$ cat config.mk
export PLATFORM = sky130hd
export DESIGN_NAME = ovl_ctrl
export DESIGN_NICKNAME = d
export VERILOG_FILES = /design/src/rtl/ovl_pkg.sv /design/src/rtl/ovl_permit.sv /design/src/rtl/ovl_store_chk.sv /design/src/rtl/ovl_bank_sel.sv /design/src/rtl/ovl_ctrl.sv
export SDC_FILE = /design/constraint.sdc
export NUM_CORES = 1
export LEC_CHECK = 0
export ABC_CLOCK_PERIOD_IN_PS = 5100
export BUFFER_PORTS_ARGS = -buffer_cell sky130_fd_sc_hd__buf_2
export CORE_AREA = 8 8 67 57
export CTS_CLUSTER_SIZE = 14
export DETAILED_ROUTE_END_ITERATION = 10
export DIE_AREA = 0 0 75 65
export GPL_ROUTABILITY_DRIVEN = 1
export PLACE_DENSITY = 0.76
export SLEW_MARGIN = 20
export SYNTH_ARGS = -nofsm -noshare
export SYNTH_HDL_FRONTEND = slang
export SYNTH_SLANG_ARGS = --single-unit
$ cat constraint.sdc
create_clock -name clk_i -period 5.1 [get_ports clk_i]
set_input_delay 1.02 -clock clk_i [delete_from_list [all_inputs] [get_ports clk_i]]
set_output_delay 1.02 -clock clk_i [all_outputs]
set_load 0.02 [all_outputs]
$ cat src/rtl/ovl_pkg.sv
package ovl_pkg;
  typedef enum logic [1:0] {
    ST_ADDR  = 2'd0,
    ST_INC   = 2'd1,
    ST_SETOV = 2'd2,
    ST_LOAD  = 2'd3
  } ovf_step_e;
endpackage

$ cat src/rtl/ovl_permit.sv
module ovl_permit (
  input  logic mode_i,
  input  logic busy_i,
  input  logic buf_ld_i,
  input  logic i_late_i,
  input  logic e_time_i,
  input  logic b_time_i,
  input  logic end_op_i,
  input  logic exec_i,
  input  logic trap_xfer_i,
  input  logic bank_conf_i,
  input  logic [3:0] blk_i,
  output logic permit_o
);
  logic common, grp_fetch, grp_exec;

  always_comb begin
    common    = mode_i && !busy_i && !b_time_i && !exec_i && (blk_i == 4'b0);
    grp_fetch = buf_ld_i && i_late_i && !trap_xfer_i && !end_op_i;
    grp_exec  = end_op_i && e_time_i && !bank_conf_i;
    permit_o  = common && (grp_fetch || grp_exec);
  end
endmodule

$ cat src/rtl/ovl_store_chk.sv
module ovl_store_chk #(
  parameter int AW = 15
) (
  input  logic [AW-1:0] opnd_i,
  input  logic [AW-1:0] pc_i,
  output logic          hit_o
);
  logic [AW-1:0] diff;

  // operand + ~pc + 1; top AW-1 bits all ones => operand is pc-1 or pc-2
  always_comb begin
    diff  = opnd_i + ~pc_i + {{(AW-1){1'b0}}, 1'b1};
    hit_o = &diff[AW-1:1];
  end
endmodule

$ cat src/rtl/ovl_bank_sel.sv
module ovl_bank_sel #(
  parameter int AW       = 15,
  parameter int NORM_BIT = 0,
  parameter int DIAG_BIT = AW - 1
) (
  input  logic [AW-1:0] addr_i,
  input  logic          diag_i,
  output logic          bank_o
);
  assign bank_o = diag_i ? addr_i[DIAG_BIT] : addr_i[NORM_BIT];
endmodule

$ cat src/rtl/ovl_ctrl.sv
module ovl_ctrl #(
  parameter int AW = 15
) (
  input  logic          clk_i,
  input  logic          rst_ni,
  input  logic          sw_ovl_i,
  input  logic          sw_diag_i,
  input  logic          enter_ovl_i,
  input  logic          leave_ovl_i,
  input  logic          i_done_i,
  input  logic          i_late_i,
  input  logic          e_time_i,
  input  logic          phase_start_i,
  input  logic          b_time_i,
  input  logic          end_op_i,
  input  logic          exec_i,
  input  logic          trap_xfer_i,
  input  logic          buf_dp_i,
  input  logic          buf_era_i,
  input  logic          buf_ana_i,
  input  logic          buf_ans_i,
  input  logic          bank_conf_i,
  input  logic          store_i,
  input  logic [AW-1:0] pc_i,
  input  logic [AW-1:0] opnd_i,
  output logic          ovl_mode_o,
  output logic          xfer_o,
  output logic          ovf_time_o,
  output logic          mem_req_o,
  output logic          pc_inc_o,
  output logic          buf_load_o,
  output logic          ovl_o,
  output logic          conf_o,
  output logic          bank_sel_o
);
  import ovl_pkg::*;

  logic      mode_q, busy_q, fmem_q, buf_ld_q, ovl_q, conf_q;
  ovf_step_e step_q;
  logic      permit, st_hit, clr_ov, set_ov, set_conf;

  assign ovl_mode_o = mode_q | sw_ovl_i;
  assign xfer_o     = (enter_ovl_i | leave_ovl_i) & ~sw_ovl_i;

  ovl_permit u_permit (
    .mode_i      (ovl_mode_o),
    .busy_i      (busy_q),
    .buf_ld_i    (buf_ld_q),
    .i_late_i    (i_late_i),
    .e_time_i    (e_time_i),
    .b_time_i    (b_time_i),
    .end_op_i    (end_op_i),
    .exec_i      (exec_i),
    .trap_xfer_i (trap_xfer_i),
    .bank_conf_i (bank_conf_i),
    .blk_i       ({buf_dp_i, buf_era_i, buf_ana_i, buf_ans_i}),
    .permit_o    (permit)
  );

  ovl_store_chk #(.AW(AW)) u_store (
    .opnd_i (opnd_i),
    .pc_i   (pc_i),
    .hit_o  (st_hit)
  );

  ovl_bank_sel #(.AW(AW)) u_bank (
    .addr_i (pc_i),
    .diag_i (sw_diag_i),
    .bank_o (bank_sel_o)
  );

  assign clr_ov   = phase_start_i & end_op_i;
  assign set_ov   = busy_q && (step_q == ST_SETOV);
  assign set_conf = set_ov && store_i && st_hit;

  always_ff @(posedge clk_i or negedge rst_ni) begin
    if (!rst_ni) begin
      mode_q   <= 1'b0;
      busy_q   <= 1'b0;
      step_q   <= ST_ADDR;
      fmem_q   <= 1'b0;
      buf_ld_q <= 1'b0;
      ovl_q    <= 1'b0;
      conf_q   <= 1'b0;
    end else begin
      if (!sw_ovl_i && enter_ovl_i)      mode_q <= 1'b1;
      else if (!sw_ovl_i && leave_ovl_i) mode_q <= 1'b0;

      if (busy_q) begin
        step_q <= ovf_step_e'(step_q + 2'd1);
        if (step_q == ST_LOAD) busy_q <= 1'b0;
      end else if (permit) begin
        busy_q   <= 1'b1;
        step_q   <= ST_ADDR;
        fmem_q   <= ~buf_ld_q;
        buf_ld_q <= 1'b0;
      end
      if (i_done_i && !sw_diag_i) buf_ld_q <= 1'b1;

      if (set_ov)      ovl_q <= 1'b1;
      else if (clr_ov) ovl_q <= 1'b0;

      if (set_conf)    conf_q <= 1'b1;
      else if (clr_ov) conf_q <= 1'b0;
    end
  end

  assign ovf_time_o = busy_q;
  assign mem_req_o  = busy_q && (step_q == ST_ADDR) && fmem_q;
  assign pc_inc_o   = busy_q && (step_q == ST_INC);
  assign buf_load_o = busy_q && (step_q == ST_LOAD) && fmem_q && !conf_q;
  assign ovl_o      = ovl_q;
  assign conf_o     = conf_q;

  a_r6_inc_after_addr: assert property (@(posedge clk_i) disable iff (!rst_ni)
    mem_req_o |=> pc_inc_o);
  a_r6_ovl_after_inc: assert property (@(posedge clk_i) disable iff (!rst_ni)
    pc_inc_o |=> ##1 ovl_o);
  a_r9_no_load_in_conf: assert property (@(posedge clk_i) disable iff (!rst_ni)
    buf_load_o |-> !conf_o);
  a_r2_switch_holds_mode: assert property (@(posedge clk_i) disable iff (!rst_ni)
    sw_ovl_i |=> (mode_q == $past(mode_q)));
  a_r5_blocked: assert property (@(posedge clk_i) disable iff (!rst_ni)
    (!ovf_time_o && (buf_dp_i || buf_era_i || buf_ana_i || buf_ans_i)) |=> !ovf_time_o);
  a_r7_loaded_no_mem: assert property (@(posedge clk_i) disable iff (!rst_ni)
    (!ovf_time_o && buf_ld_q) |=> !mem_req_o);
endmodule

==> impl_metrics.yaml, run 1 <==
status:
  status: "complete, no violations"
critical_path:
  cp.required_ns: 5.26
  path_cells: "buf_2 -> nor2b_1 -> fa_1 -> nand4b_1 -> a221o_1 -> nor4_2 -> o211ai_1 -> nor4_2 -> nand4_1 -> o31ai_2"
  critPathKind: "in -> reg"
  critPathLaunchType: "input pin"
  path_common_cell: "nor4_2"
  critPathMaxStageDelay_ns: 0.44
  path_buf_inv: 1
  slowest_stage: "fa_1"
  crit_family: "simple AND/OR/NAND/NOR gates"
  path_max_fanout: 2
  arrival_ns: 3.07
  endpoint_kind: "flop"
logic_synthesis:
  synth_mux_area_share_pct: 1.81
  syn_area_sq_um: 1180
  synth_top_family_by_area: "compound AO/OA/AOI/OAI gates"
  syn-num-nets: 215
  yosys.area_share.simple_pct: 22.0
  synth_most_common_cell: "inv_1"
  synth_cells: 147
  synth-edff-count: 0
  synth_area_leaders: "ha_1, dfrtp_1, inv_1"
  yosys.area_share.adder_pct: 19.8
  synth_compound_gate_area_share_pct: 26.0
  async_flop_share_pct: 100
  ys_seq_area_share_pct: 17.0
  postSynthAreaPerCell_sq_um: 8.00
  synth_top_area_cell: "ha_1"
  synth_cell_types: 45
  ys_ff_latch: 8
  synthFlopType: "dfrtp_1"
  synth_warnings: 0
  synth_xor_area_share_pct: 5.96
  yosys-top-cells-count: "inv_1, ha_1, nand2_1, o21ai_0"
  yosys.area.top_type_share_pct: 18.1
sta:
  setup_tns_ns: 0
  rsz0062_at_grt: "false"
  max_slew.worst_pin.slew_ns: 0.374
  report.final.hold_viol_count: 0
  max_freq_ghz: 0.344
  slew_headroom_pct: 74.4
  maxSlewViolCount: 0
  min_period_over_period_pct: 57.0
  fin_crit_ns: 2.91
  setup_viol: 0
  skew_ns: 0.00284
cells_and_area:
  nNetsFinal: 276
  regArea_sq_um: 200
  multiInputGateArea_sq_um: 888
  drive_above_1_share_pct: 34.0
  fillers: 278
  antenna_cells: 0
  syn_to_final_growth_pct: 29.6
floorplanning:
  fp.dieH_um: 65
  io_pins: 59
  start_util_pct: 43.5
  core_area_sq_um: 2700
  dieArea_sq_um: 4880
  num_rows: 17
  die_w_um: 75
clock_tree:
  cts_setup_buffers: 0
  htreeDepth: 1
  cts_sinks: 8
  clk_latency_ns: 0.25
  holdBufCountCts: 0
  cts_root_buf: "clkbuf_4"
  post_cts_resized: 0
  cts_tree: "built"
  cts_buffers: 3
  path_clk_slew_ns: 0.05
  clk_path_buf_depth: 2
pwr:
  p_leak_nw: 0.834
  totalPowerFinal_mw: 0.288
  vdd_ir_drop_max_mv: 0.0753
  powerDensity_nw_per_um2: 189
placed_design:
  place.port_buffers: 58
  place.gp.congestion: 0.801
  place_hpwl_um: 2620
route:
  drtPass1Iterations: 4
  postRouteAntennaNets: 0
  wl_per_cell_um: 12.3
  num_vias: 1241
  vias_per_cell: 5.09
  drc: 0
  wl_um: 2990
  drtIter0Drc: 46
flow_run:
  maxCapViolations: 0
global_routing:
  grtUsageTotal_pct: 12.3
  grt_max_degree: 11
  grt_first_pass_wirelength_um: 5000
  grt_pass1_vias: 1179
  grt_overflow: 0
  antenna_found_initial: 0
min_path:
  min_path_type: "reg -> reg"
[layout by cell type, fill, tap and decap left out, drive strengths merged, types with 2 or more instances in the layout]
master | netlist | routed
a21oi | 8 | 8
a31oi | 2 | 2
nor2 | 6 | 6
buf | 2 | 58
o21ai | 11 | 11
and3 | 2 | 2
inv | 20 | 20
or2 | 2 | 2
o211ai | 2 | 2
nor3 | 5 | 5
xor2 | 4 | 4
nor4 | 3 | 3
nand2 | 11 | 11
dfrtp | 8 | 8
nor2b | 2 | 2
or3 | 2 | 2
nand2b | 2 | 2
nand4 | 3 | 3
o21bai | 2 | 2
a211oi | 3 | 3
a21o | 4 | 4
nand3 | 3 | 3
clkbuf | 0 | 3
ha | 17 | 17
xnor2 | 4 | 4
[area by class of cell]
class | instances | share of cell area, %
Timing Repair Buffer | 58 | 19.0
Clock buffer | 3 | 1.48
Multi-Input combinational cell | 117 | 58.3
Tap cell | 38 | 3.12
Inverter | 20 | 4.93
Sequential cell | 8 | 13.1
[registers in the layout (all words and copies together) (netlist names)]
| name | cells |
|---|---|
| buf_ld_q | 1 |
| ovf_time_o | 1 |
| ovl_o | 1 |
| fmem_q | 1 |
| step_q | 2 |
| conf_o | 1 |
| mode_q | 1 |
[cell families (layout without fill, tap and decap cells)]
logic type	count (synthesis)	count (layout)
muxes	2	2
adders and majority gates	18	18
DFF	8	8
AOI/OAI and AO/OA	43	43
and+or+nand+nor	46	46
xor gates and xnor gates	8	8
buffers and inverters	22	81
[worst reg2reg max path, delay by kind of cell, from the launching register on]
family / cells / cell delay, ns
and+or+nand+nor: 4 / 0.67
AOI/OAI and AO/OA: 3 / 0.60
adders and majority gates: 1 / 0.18
DFF: 1 / 0.42
buffers and inverters: 1 / 0.10
[stage by stage]
| step | cells | instance area [sq um] | setup WS (ns) | utilization (%) | hold slack (ns) |
|---|---|---|---|---|---|
| final | 244 | 1520 | 2.19 | 56.4 | 0.484 |
| after global routing | 244 | 1520 | 2.04 | 56.4 | 0.533 |
| after CTS | 244 | 1520 | 2.20 | 56.4 | 0.487 |
| after detailed placement | 241 | 1500 | 1.94 | 55.6 | 0.480 |
| after global placement | 241 | 1500 | 2.02 | 55.6 | 0.474 |
| after floorplan | 147 | 1180 | 2.20 | - | 0.457 |
[final timing paths]
path	from	endpoint	slack, ns	depth (start not counted)
worst min register to register	buf_ld_q	fmem_q	0.48	1
max in group asynchronous	rst_ni	step_q[1]	4.34	1
worst max register to register	step_q[0]	conf_o	3.04	9
min in group asynchronous	rst_ni	ovf_time_o	0.60	1
worst max-delay path	pc_i[0]	conf_o	2.19	10
worst min-delay path	buf_ld_q	fmem_q	0.48	1
[power by group]
part           internal, mW  switching [mW]
logic                0.0698          0.0815
registers            0.0753          0.0141
clock network        0.0269          0.0206
[routing by layer]
metal	track usage (%)	wire, um
met5	0	0
met4	3.41	15
met3	2.92	137
met2	19.5	1430
met1	16.0	1410
Power figures use the tool's default switching activity.
==> inputs of run 2 (changes only) <==
- ABC_CLOCK_PERIOD_IN_PS: 5100 -> 2600
- CORE_AREA: 8 8 67 57 -> 8 8 69 59
- DIE_AREA: 0 0 75 65 -> 0 0 77 67
- PLACE_DENSITY: 0.76 -> 0.75
- clock period: 5.1 -> 2.6 ns (I/O delays scaled with it)
==> run 2 against run 1 <==
Compared with the run above:
- power up 120%
- sequential share of layout area down 0.20 points
- setup slack got worse by 2.0 ns
- highest routed layer unchanged
- count of clock-buffer cells in the layout did not move
- largest cell class unchanged
- largest power group unchanged
- critical path depth is the same
- combinational power increased by 97%
- first-iteration DRC count fell by 22%
- worst hold slack worse by 0.35 ns
- flip-flop and latch count unchanged
- clock skew down 0.0025 ns
- critical endpoint unchanged
- clock power rose to 3.1 times the previous value
- global-route usage fell by 0.91 points
==> impl_metrics.yaml, run 2 (synthesis gave the netlist of run 1 again) <==
global_routing:
  grtUsageTotal_pct: 11.4
  antenna_found_initial: 0
  grt_pass1_vias: 1170
  grt_max_degree: 11
  grt_first_pass_wirelength_um: 4990
  grt_overflow: 0
cells_and_area:
  nNetsFinal: 276
  final_area_sq_um: 1550
  mostFrequentLayoutCells: "buf_2, inv_1, ha_1, nand2_1, o21ai_0"
  top_register: "step_q"
  post-route-util_pct: 52.1
  drive_above_1_share_pct: 34.5
  fillers: 306
  syn_to_final_growth_pct: 31.6
  largest_reg_flops: 2
  final_common_cell: "buf_2"
  antenna_cells: 0
route:
  drc: 0
  vias_per_cell: 5.07
  drtPass1Iterations: 4
  wl_per_cell_um: 12.6
  postRouteAntennaNets: 0
  wl_um: 3100
  drtIter0Drc: 36
  num_vias: 1248
pwr:
  seqPwrFrac_pct: 28.5
  switching_share_pct: 38.0
  clkPwrFrac_pct: 23.6
  combPwrFrac_pct: 48.0
  p_leak_nw: 0.843
  vdd_ir_drop_max_mv: 0.134
  internal_power_mw: 0.385
  totalPowerFinal_mw: 0.621
  switchingPower_mw: 0.236
  powerDensity_nw_per_um2: 401
clock_tree:
  cts_root_buf: "clkbuf_8"
  cts_tree: "built"
  htreeDepth: 1
  cts_sinks: 8
  clk_path_buf_depth: 2
  clk_latency_ns: 0.22
  path_clk_slew_ns: 0.04
  cts_setup_buffers: 0
  cts_buffers: 3
sta:
  slew_headroom_pct: 75.0
  maxSlewViolCount: 0
  fin_crit_ns: 2.40
  min_period_over_period_pct: 92.2
  skew_ns: 0.000380
  max_slew.worst_pin.slew_ns: 0.365
  max_freq_ghz: 0.417
  rsz0062_at_grt: "false"
  report.final.hold_viol_count: 0
  whs_ns: 0.132
  setup_viol: 0
critical_path:
  critPathKind: "in -> reg"
  critPathLaunchType: "input pin"
  cp.required_ns: 2.74
  path_max_fanout: 2
  r2r-start: "step_q[0]"
  endpoint_kind: "flop"
  reg2reg_depth: 9
  reg2reg_slack_ns: 0.54
  arrival_ns: 2.53
  worst_r2r_endpoint: "conf_o"
placed_design:
  place_area_sq_um: 1500
  place.gp.congestion: 0.785
  place.port_buffers: 58
  place_hpwl_um: 2720
floorplanning:
  dieArea_sq_um: 5160
  die_w_um: 77
  num_rows: 18
  core_area_sq_um: 2970
  fp.dieH_um: 67
  io_pins: 59
  start_util_pct: 39.6
status:
  status: "complete, no violations"
min_path:
  min_path_type: "in -> async"
flow_run:
  maxCapViolations: 0
## run 2: cell counts in the layout (fill, tap and decap cells not counted)
Identical to the previous run, type by type.
## run 2: repair_timing
item	in CTS	in global routing
gates resized for setup	0	1
hold buffers	0	0
endpoints found under the setup margin	0	1
## run 2: power groups by stage
stage	Sequential (mW)	Combinational, mW	Clock [mW]
after floorplan	0.175	0.206	0
after global placement	0.176	0.293	0
after detailed placement	0.177	0.300	0
after CTS	0.175	0.302	0.151
after global routing	0.180	0.339	0.156
final	0.177	0.298	0.146
## run 2: final cells by class
cell class	count	area (sq um)	area share [%]
multi-input cells	117	891	57.6
well taps	40	50.0	3.23
inverters	20	75.1	4.85
flip-flops and latches	8	200	12.9
clock buffers	3	41.3	2.67
repair buffers	58	290	18.8
## run 2: how the worst max path moves through the flow
stage | from | to | slack (ns) | depth (start not counted)
global route | pc_i[0] | conf_o | 0.007 | 10
detailed placement | pc_i[0] | conf_o | -0.12 | 10
global placement | pc_i[0] | conf_o | -0.01 | 10
CTS | pc_i[0] | conf_o | 0.10 | 10
finish | pc_i[0] | conf_o | 0.20 | 10
floorplan | pc_i[0] | conf_o | 0.20 | 9
## run 2: through the flow
step | setup TNS [ns] | worst slack [ns] | std cells
after floorplan | 0 | 0.195 | 147
after global placement | -0.0110 | -0.0110 | 243
after detailed placement | -0.121 | -0.121 | 243
after CTS | 0 | 0.103 | 246
after global routing | 0 | 0.00655 | 246
final | 0 | 0.204 | 246
## run 2: worst max-delay path: stages
cell	delay, ns
buf_2	0.10
nor2b_2	0.16
fa_1	0.41
nand4b_1	0.20
a221o_1	0.29
nor4_2	0.27
o211ai_1	0.14
nor4_2	0.14
nand4_1	0.13
o31ai_2	0.17
## run 2: metal layers
layer  global-route usage, %  routed length (um)
met1                    14.2                1470
met2                    18.7                1390
met3                    3.36                 233
met5                       0                   0
met4                    3.52                   2
